--- config.mk ---
export PLATFORM = sky130hd
export DESIGN_NAME = can_fault_conf
export DESIGN_NICKNAME = d
export VERILOG_FILES = /design/src/rtl/can_fc_pkg.sv /design/src/rtl/fc_tec_counter.sv /design/src/rtl/fc_status.sv /design/src/rtl/fc_irq_ctrl.sv /design/src/rtl/can_fault_conf.sv
export SDC_FILE = /design/constraint.sdc
export NUM_CORES = 1
export LEC_CHECK = 0
export BUFFER_PORTS_ARGS = -buffer_cell sky130_fd_sc_hd__buf_2
export CAP_MARGIN = 20
export CORE_MARGIN = 1.5
export CORE_UTILIZATION = 45
export CTS_CLUSTER_DIAMETER = 150
export CTS_CLUSTER_SIZE = 12
export DETAILED_ROUTE_END_ITERATION = 7
export PLACE_DENSITY_LB_ADDON = 0.05
export SLEW_MARGIN = 20
export SYNTH_ARGS = -nofsm -noshare
export SYNTH_HDL_FRONTEND = slang
export SYNTH_HIERARCHICAL = 1
export SYNTH_SLANG_ARGS = --single-unit
--- constraint.sdc ---
create_clock -name clk -period 2.25 [get_ports clk]
set_clock_uncertainty 0.1 [all_clocks]
set_input_delay 0.45 -clock clk [delete_from_list [all_inputs] [get_ports clk]]
set_output_delay 0.45 -clock clk [all_outputs]
set_load 0.02 [all_outputs]
--- src/rtl/can_fc_pkg.sv ---
package can_fc_pkg;

  // enable register bit positions (software-visible layout)
  localparam int unsigned EN_MASTER_BIT = 7;
  localparam int unsigned EN_LEC_BIT    = 4;
  localparam int unsigned EN_BOFF_BIT   = 2;
  localparam int unsigned EN_PASV_BIT   = 1;
  localparam int unsigned EN_WARN_BIT   = 0;
  localparam logic [7:0]  EN_KEEP_MASK  = 8'h97;

  typedef enum logic [1:0] {
    FC_ACTIVE  = 2'd0,
    FC_PASSIVE = 2'd1,
    FC_BUSOFF  = 2'd2
  } fc_state_e;

  // bit order matches enable bits 2..0
  typedef struct packed {
    logic busoff;
    logic passive;
    logic warn;
  } fc_flags_t;

endpackage

--- src/rtl/fc_tec_counter.sv ---
module fc_tec_counter #(
  parameter int unsigned CNT_W      = 9,
  parameter int unsigned ERR_STEP   = 8,
  parameter int unsigned BUSOFF_LIM = 255
) (
  input  logic             clk,
  input  logic             rst,
  input  logic             tx_err,
  input  logic             tx_ok,
  input  logic             recov_done,
  output logic [CNT_W-1:0] cnt_q,
  output logic [CNT_W-1:0] cnt_d
);

  localparam logic [CNT_W-1:0] STEP_C = CNT_W'(ERR_STEP);
  localparam logic [CNT_W-1:0] BOFF_C = CNT_W'(BUSOFF_LIM);
  localparam logic [CNT_W-1:0] ONE_C  = CNT_W'(1);

  logic in_busoff;

  assign in_busoff = (cnt_q > BOFF_C);

  always_comb begin
    cnt_d = cnt_q;
    if (in_busoff) begin
      if (recov_done) cnt_d = '0;
    end else if (tx_err) begin
      cnt_d = cnt_q + STEP_C;
    end else if (tx_ok && (cnt_q != '0)) begin
      cnt_d = cnt_q - ONE_C;
    end
  end

  always_ff @(posedge clk) begin
    if (rst) cnt_q <= '0;
    else     cnt_q <= cnt_d;
  end

endmodule

--- src/rtl/fc_status.sv ---
module fc_status
  import can_fc_pkg::*;
#(
  parameter int unsigned CNT_W       = 9,
  parameter int unsigned VIS_W       = 8,
  parameter int unsigned WARN_LIM    = 96,
  parameter int unsigned PASSIVE_LIM = 127,
  parameter int unsigned BUSOFF_LIM  = 255
) (
  input  logic [CNT_W-1:0] cnt_q,
  input  logic [CNT_W-1:0] cnt_d,
  output fc_flags_t        flags_q,
  output fc_flags_t        flags_rise,
  output logic [VIS_W-1:0] tec_vis
);

  localparam logic [CNT_W-1:0] WARN_C = CNT_W'(WARN_LIM);
  localparam logic [CNT_W-1:0] PASV_C = CNT_W'(PASSIVE_LIM);
  localparam logic [CNT_W-1:0] BOFF_C = CNT_W'(BUSOFF_LIM);

  function automatic fc_flags_t flags_of(input logic [CNT_W-1:0] c);
    fc_state_e st;
    fc_flags_t f;
    if (c > BOFF_C)      st = FC_BUSOFF;
    else if (c > PASV_C) st = FC_PASSIVE;
    else                 st = FC_ACTIVE;
    f.busoff  = (st == FC_BUSOFF);
    f.passive = (st != FC_ACTIVE);
    f.warn    = (c >= WARN_C);
    return f;
  endfunction

  fc_flags_t flags_n;

  assign flags_q    = flags_of(cnt_q);
  assign flags_n    = flags_of(cnt_d);
  assign flags_rise = flags_n & ~flags_q;

  generate
    if (CNT_W > VIS_W) begin : g_sat
      localparam logic [CNT_W-1:0] VMAX_C = CNT_W'({VIS_W{1'b1}});
      assign tec_vis = (cnt_q > VMAX_C) ? {VIS_W{1'b1}} : cnt_q[VIS_W-1:0];
    end else begin : g_ext
      assign tec_vis = VIS_W'(cnt_q);
    end
  endgenerate

endmodule

--- src/rtl/fc_irq_ctrl.sv ---
module fc_irq_ctrl
  import can_fc_pkg::*;
(
  input  logic       clk,
  input  logic       rst,
  input  logic       en_wr,
  input  logic [7:0] en_wdata,
  input  logic       err_det,
  input  logic       pend_clr,
  input  fc_flags_t  flags_rise,
  output logic [7:0] en_q,
  output logic       pend_q,
  output logic       irq
);

  logic      pend_set;
  fc_flags_t src_en;

  assign src_en = '{busoff:  en_q[EN_BOFF_BIT],
                    passive: en_q[EN_PASV_BIT],
                    warn:    en_q[EN_WARN_BIT]};

  assign pend_set = (err_det && en_q[EN_LEC_BIT]) || (|(flags_rise & src_en));

  always_ff @(posedge clk) begin
    if (rst) begin
      en_q   <= 8'h00;
      pend_q <= 1'b0;
    end else begin
      if (en_wr) en_q <= en_wdata & EN_KEEP_MASK;
      if (pend_set)      pend_q <= 1'b1;
      else if (pend_clr) pend_q <= 1'b0;
    end
  end

  assign irq = pend_q && en_q[EN_MASTER_BIT];

endmodule

--- src/rtl/can_fault_conf.sv ---
module can_fault_conf
  import can_fc_pkg::*;
#(
  parameter int unsigned CNT_W       = 9,
  parameter int unsigned VIS_W       = 8,
  parameter int unsigned ERR_STEP    = 8,
  parameter int unsigned WARN_LIM    = 96,
  parameter int unsigned PASSIVE_LIM = 127,
  parameter int unsigned BUSOFF_LIM  = 255
) (
  input  logic       clk,
  input  logic       rst,
  input  logic       tx_err,
  input  logic       tx_ok,
  input  logic       err_det,
  input  logic       recov_done,
  input  logic       en_wr,
  input  logic [7:0] en_wdata,
  input  logic       pend_clr,
  output logic [7:0] en_rdata,
  output logic [VIS_W-1:0] tec_o,
  output logic       warn_o,
  output logic       passive_o,
  output logic       busoff_o,
  output logic       pend_o,
  output logic       irq_o
);

  logic [CNT_W-1:0] cnt_q;
  logic [CNT_W-1:0] cnt_d;
  fc_flags_t        flags_q;
  fc_flags_t        flags_rise;

  fc_tec_counter #(
    .CNT_W     (CNT_W),
    .ERR_STEP  (ERR_STEP),
    .BUSOFF_LIM(BUSOFF_LIM)
  ) u_cnt (
    .clk       (clk),
    .rst       (rst),
    .tx_err    (tx_err),
    .tx_ok     (tx_ok),
    .recov_done(recov_done),
    .cnt_q     (cnt_q),
    .cnt_d     (cnt_d)
  );

  fc_status #(
    .CNT_W      (CNT_W),
    .VIS_W      (VIS_W),
    .WARN_LIM   (WARN_LIM),
    .PASSIVE_LIM(PASSIVE_LIM),
    .BUSOFF_LIM (BUSOFF_LIM)
  ) u_stat (
    .cnt_q     (cnt_q),
    .cnt_d     (cnt_d),
    .flags_q   (flags_q),
    .flags_rise(flags_rise),
    .tec_vis   (tec_o)
  );

  fc_irq_ctrl u_irq (
    .clk       (clk),
    .rst       (rst),
    .en_wr     (en_wr),
    .en_wdata  (en_wdata),
    .err_det   (err_det),
    .pend_clr  (pend_clr),
    .flags_rise(flags_rise),
    .en_q      (en_rdata),
    .pend_q    (pend_o),
    .irq       (irq_o)
  );

  assign warn_o    = flags_q.warn;
  assign passive_o = flags_q.passive;
  assign busoff_o  = flags_q.busoff;

endmodule

# Yosys cells after proc, flatten, opt, wreduce, memory -nomap -nowiden
# Cells that the tools add are included.
word_totals:
  latchBits: 0
  register_bits: 15
  word_cells: 36
  in_bits: 16
  rom_bits: 0
  n_memories: 0
  output_inout_bits: 21
  ramBits: 0
classes:
  n_lt_le_gt_ge: 6
  muxes: 11
  add_sub_neg: 2
  mul: 0
  n_shift: 0
  bitwise: 3
  div_mod_pow: 0
  n_eq_ne: 2
  reduce_logical: 9
ops:
  columns: ["cell", "count"]
  rows:
  - ["$mux 9", 4]
  - ["$ge 9x7->1 const B", 2]
  - ["$gt 9x7->1 const B", 2]
  - ["$gt 9x8->1 const B", 2]
  - ["$add 9x4->9 const B", 1]
  - ["$reduce_bool 9->1", 1]
  - ["$sub 9x1->9 const B", 1]
  - ["$mux 8", 1]
  - ["$and 3x3->3", 2]
  - ["$reduce_bool 2->1", 3]
  - ["$eq 2x2->1 const B", 2]
  - ["$mux 1", 4]
  - ["$mux 2", 2]
  - ["$logic_and 1x1->1", 3]
  - ["$not 3->3", 1]
  - ["$reduce_or 3->1", 1]
  - ["$logic_or 1x1->1", 1]

# Depth between registers and ports, before layout
depth:
  ltp_word: 14
  mapped_depth: 11
  mapped_depth_nobuf: 11

# Hierarchy
# The synthesis kept the hierarchy.
by_module_without_submodules:
  columns: ["module", "cells_each", "n_inst", "area_each_um2", "seq_area_each_um2"]
  rows:
  - ["fc_tec_counter", 95, 1, 805.8, 180.2]
  - ["fc_irq_ctrl", 26, 1, 255.2, 120.1]
  - ["fc_status", 17, 1, 106.4, 0.0]

# Worst setup path before layout
# Ideal clock, no wire load.
synth_path:
  kind: "register to register"
  startpoint: "register u_cnt.cnt_q[0]"
  endpoint: "register u_irq.pend_q"
  setup_time_ps: 134
  arrival_ps: 2217
  slack_ps: -201
  required_ps: 2016
  path_buffers: 0
  period_less_slack_ps: 2451
  stages_incl_launch_ff: 12
  cell_sequence: "dfxtp_1 -> inv_1 -> ha_1 -> or4b_1 -> o41ai_2 -> nor2_1 -> o21ai_1 -> nand2_1 -> nand2_1 -> a21oi_2 -> a222oi_1 -> a31oi_1"
synth_rtl:
  columns: ["item", "line_no", "source"]
  rows:
  - ["from (decl)", "fc_tec_counter.sv:11", "output logic [CNT_W-1:0] cnt_q,"]
  - ["from (signal assigned)", "fc_tec_counter.sv:36", "else cnt_q <= cnt_d;"]
  - ["to (signal assigned)", "fc_irq_ctrl.sv:28", "pend_q <= 1'b0;"]
  - ["to (signal assigned)", "fc_irq_ctrl.sv:31", "if (pend_set) pend_q <= 1'b1;"]
  - ["to (signal assigned)", "fc_irq_ctrl.sv:32", "else if (pend_clr) pend_q <= 1'b0;"]
  - ["to (decl)", "fc_irq_ctrl.sv:12", "output logic pend_q,"]

==> results.yml <==
placement:
  placed_cells: 217
  place_congestion: 0.846
  io_buffers: 30
  dpl.hpwl_um: 2180
final_layout:
  fillCellCount: 226
  layout_commonest_cell: "buf_4"
  drive_gt1_frac: 0.497
  multi_input_area_um2: 758
  final_cell_mix: "33 x buf_4, 30 x buf_2, 11 x nor2_1"
  nNetsFinal: 213
  syn_to_final_growth_pct: 35.7
  seqCellArea_um2: 309
  antenna_cells: 0
  final_cell_count_no_fill: 221
clock_network:
  cts_root_buffer: "clkbuf_4"
  clock-sinks: 15
  htreeDepth: 1
  cts.path.max_buffers: 2
  clk_pin_slew_ns: 0.11
  cts-buffers-inserted: 3
  cts_tree: "built"
  insertion_delay_ns: 0.30
  hold_buffers: 0
worst_hold_path:
  holdPathEnd: "u_irq/en_q[2]"
  min_path_type: "input port to flip-flop"
  worstHoldStart: "en_wdata[2]"
  min_delay_path_depth: 3
synth:
  syn-cell-area_um2: 1150
  synthCells: 134
  avgSynthCellArea_um2: 8.57
  yosysWarnings: 6
power:
  combPwrFrac: 0.455
  power_density_nw_per_um2: 586
  p_int_w: 0.000576
  switchingPower_w: 0.000338
  power_w: 0.000914
  leakage_nw: 0.838
  p_seq_frac: 0.355
  ir_drop_mv: 0.491
  clock_power_share: 0.190
  p_sw_frac: 0.370
timing:
  holdWs_ns: 0.286
  rsz0062_at_grt: "true"
  tns_ns: -0.221
  setup_viol: 1
  fin_crit_sh: 1.10
  period_needed_ns: 2.47
  hold_viol_final: 0
  timing.fmax_mhz: 405
  fin_ws_ns: -0.221
  maxSlewViolCount: 0
global_route:
  grt_pass1_vias: 1041
  grt_max_degree: 20
  antenna_found_initial: 0
  grt_overflow: 0
  track_usage: 0.224
  grt_pass1_wl_um: 4600
die:
  fp.dieH_um: 53.5
  dieArea_um2: 2860
  ios: 37
  coreArea_um2: 2450
  start_util: 0.468
  rows: 18
  die_x_um: 53.5
critical_path:
  reg2regPathDepth: 9
  cp_max_fo: 5
  crit_start: "u_cnt/cnt_q[2]"
  required_ns: 2.33
  cp-start-kind: "flip-flop"
  ff2ff_setup_slack_ns: -0.22
  r2r-start: "u_cnt/cnt_q[2]"
  end_kind: "flip-flop"
  reg2reg_to: "u_irq/pend_q"
  crit_type: "flip-flop to flip-flop"
  cp.arrival_ns: 2.55
detailed_routing:
  dr.pass1.iters: 4
  wl_um: 2860
  drc: 0
  vias_per_cell: 5.21
  ant_nets: 0
  via_count: 1151
  wl_per_cell_um: 13.0
  drt-initial-drc-count: 38
run_status:
  outcome: "complete, but fails checks"
  violations: "setup timing"
flow_run:
  cap_violations: 0
## metrics by stage
stage | worst slack [ns] | area, um^2 | utilization
after detailed placement | -0.253 | 1510 | 0.614
after global routing | -0.374 | 1560 | 0.635
after floorplan | 0.000792 | 1190 | -
after global placement | -0.223 | 1510 | 0.614
final | -0.221 | 1560 | 0.635
after CTS | -0.208 | 1560 | 0.634
## worst max-delay path: stages, from the launching register on
cell and delay, ns:
dfxtp_2 0.36, or3_1 0.41, a221oi_2 0.28, o22ai_1 0.15, mux2i_1 0.16, or2_1 0.23, nor2_2 0.12, a21oi_2 0.07
a222oi_1 0.34, a31oi_1 0.13
## power groups by stage
stage                     registers [W]  clock network, W  logic, W
after detailed placement       0.000329                 0  0.000403
final                          0.000325          0.000174  0.000416
after CTS                      0.000325          0.000181  0.000416
after global placement         0.000328                 0  0.000398
after floorplan                0.000330                 0  0.000259
after global routing           0.000329          0.000191  0.000459
## layer usage
metal	GRT usage	wire length [um]
met3	0.0508	174
met2	0.372	1380
met4	0.0513	20
met1	0.294	1290
met5	0	0
## final cells by class
class | instances | area share
multi-input combinational | 102 | 0.486
timing repair buffer | 63 | 0.255
sequential | 15 | 0.198
clock buffer | 3 | 0.0144
tap | 30 | 0.0241
clock inverter | 1 | 0.00482
inverter | 7 | 0.0169
## state kept, by name, summed over array words and instances, names as in the netlist
| register | cells |
|---|---|
| u_cnt/cnt_q | 9 |
| u_irq/en_q | 5 |
| u_irq/pend_q | 1 |
## worst max-delay path by stage
stage / to / slack [ns] / cells past startpoint
3_3_place_gp: u_irq/pend_q / -0.22 / 11
4_1_cts: u_irq/pend_q / -0.21 / 9
5_1_grt: u_irq/pend_q / -0.37 / 10
2_1_floorplan: u_irq/pend_q / 0.0008 / 9
6_report: u_irq/pend_q / -0.22 / 9
3_5_place_dp: u_irq/pend_q / -0.25 / 10
## repair_timing
| item | CTS | global route |
|---|---|---|
| setup endpoints to repair | 1 | 1 |
| buffers inserted | 0 | 0 |
| resized for setup | 5 | 1 |
| cloned | 0 | 0 |
(Power assumes the default switching activity.)
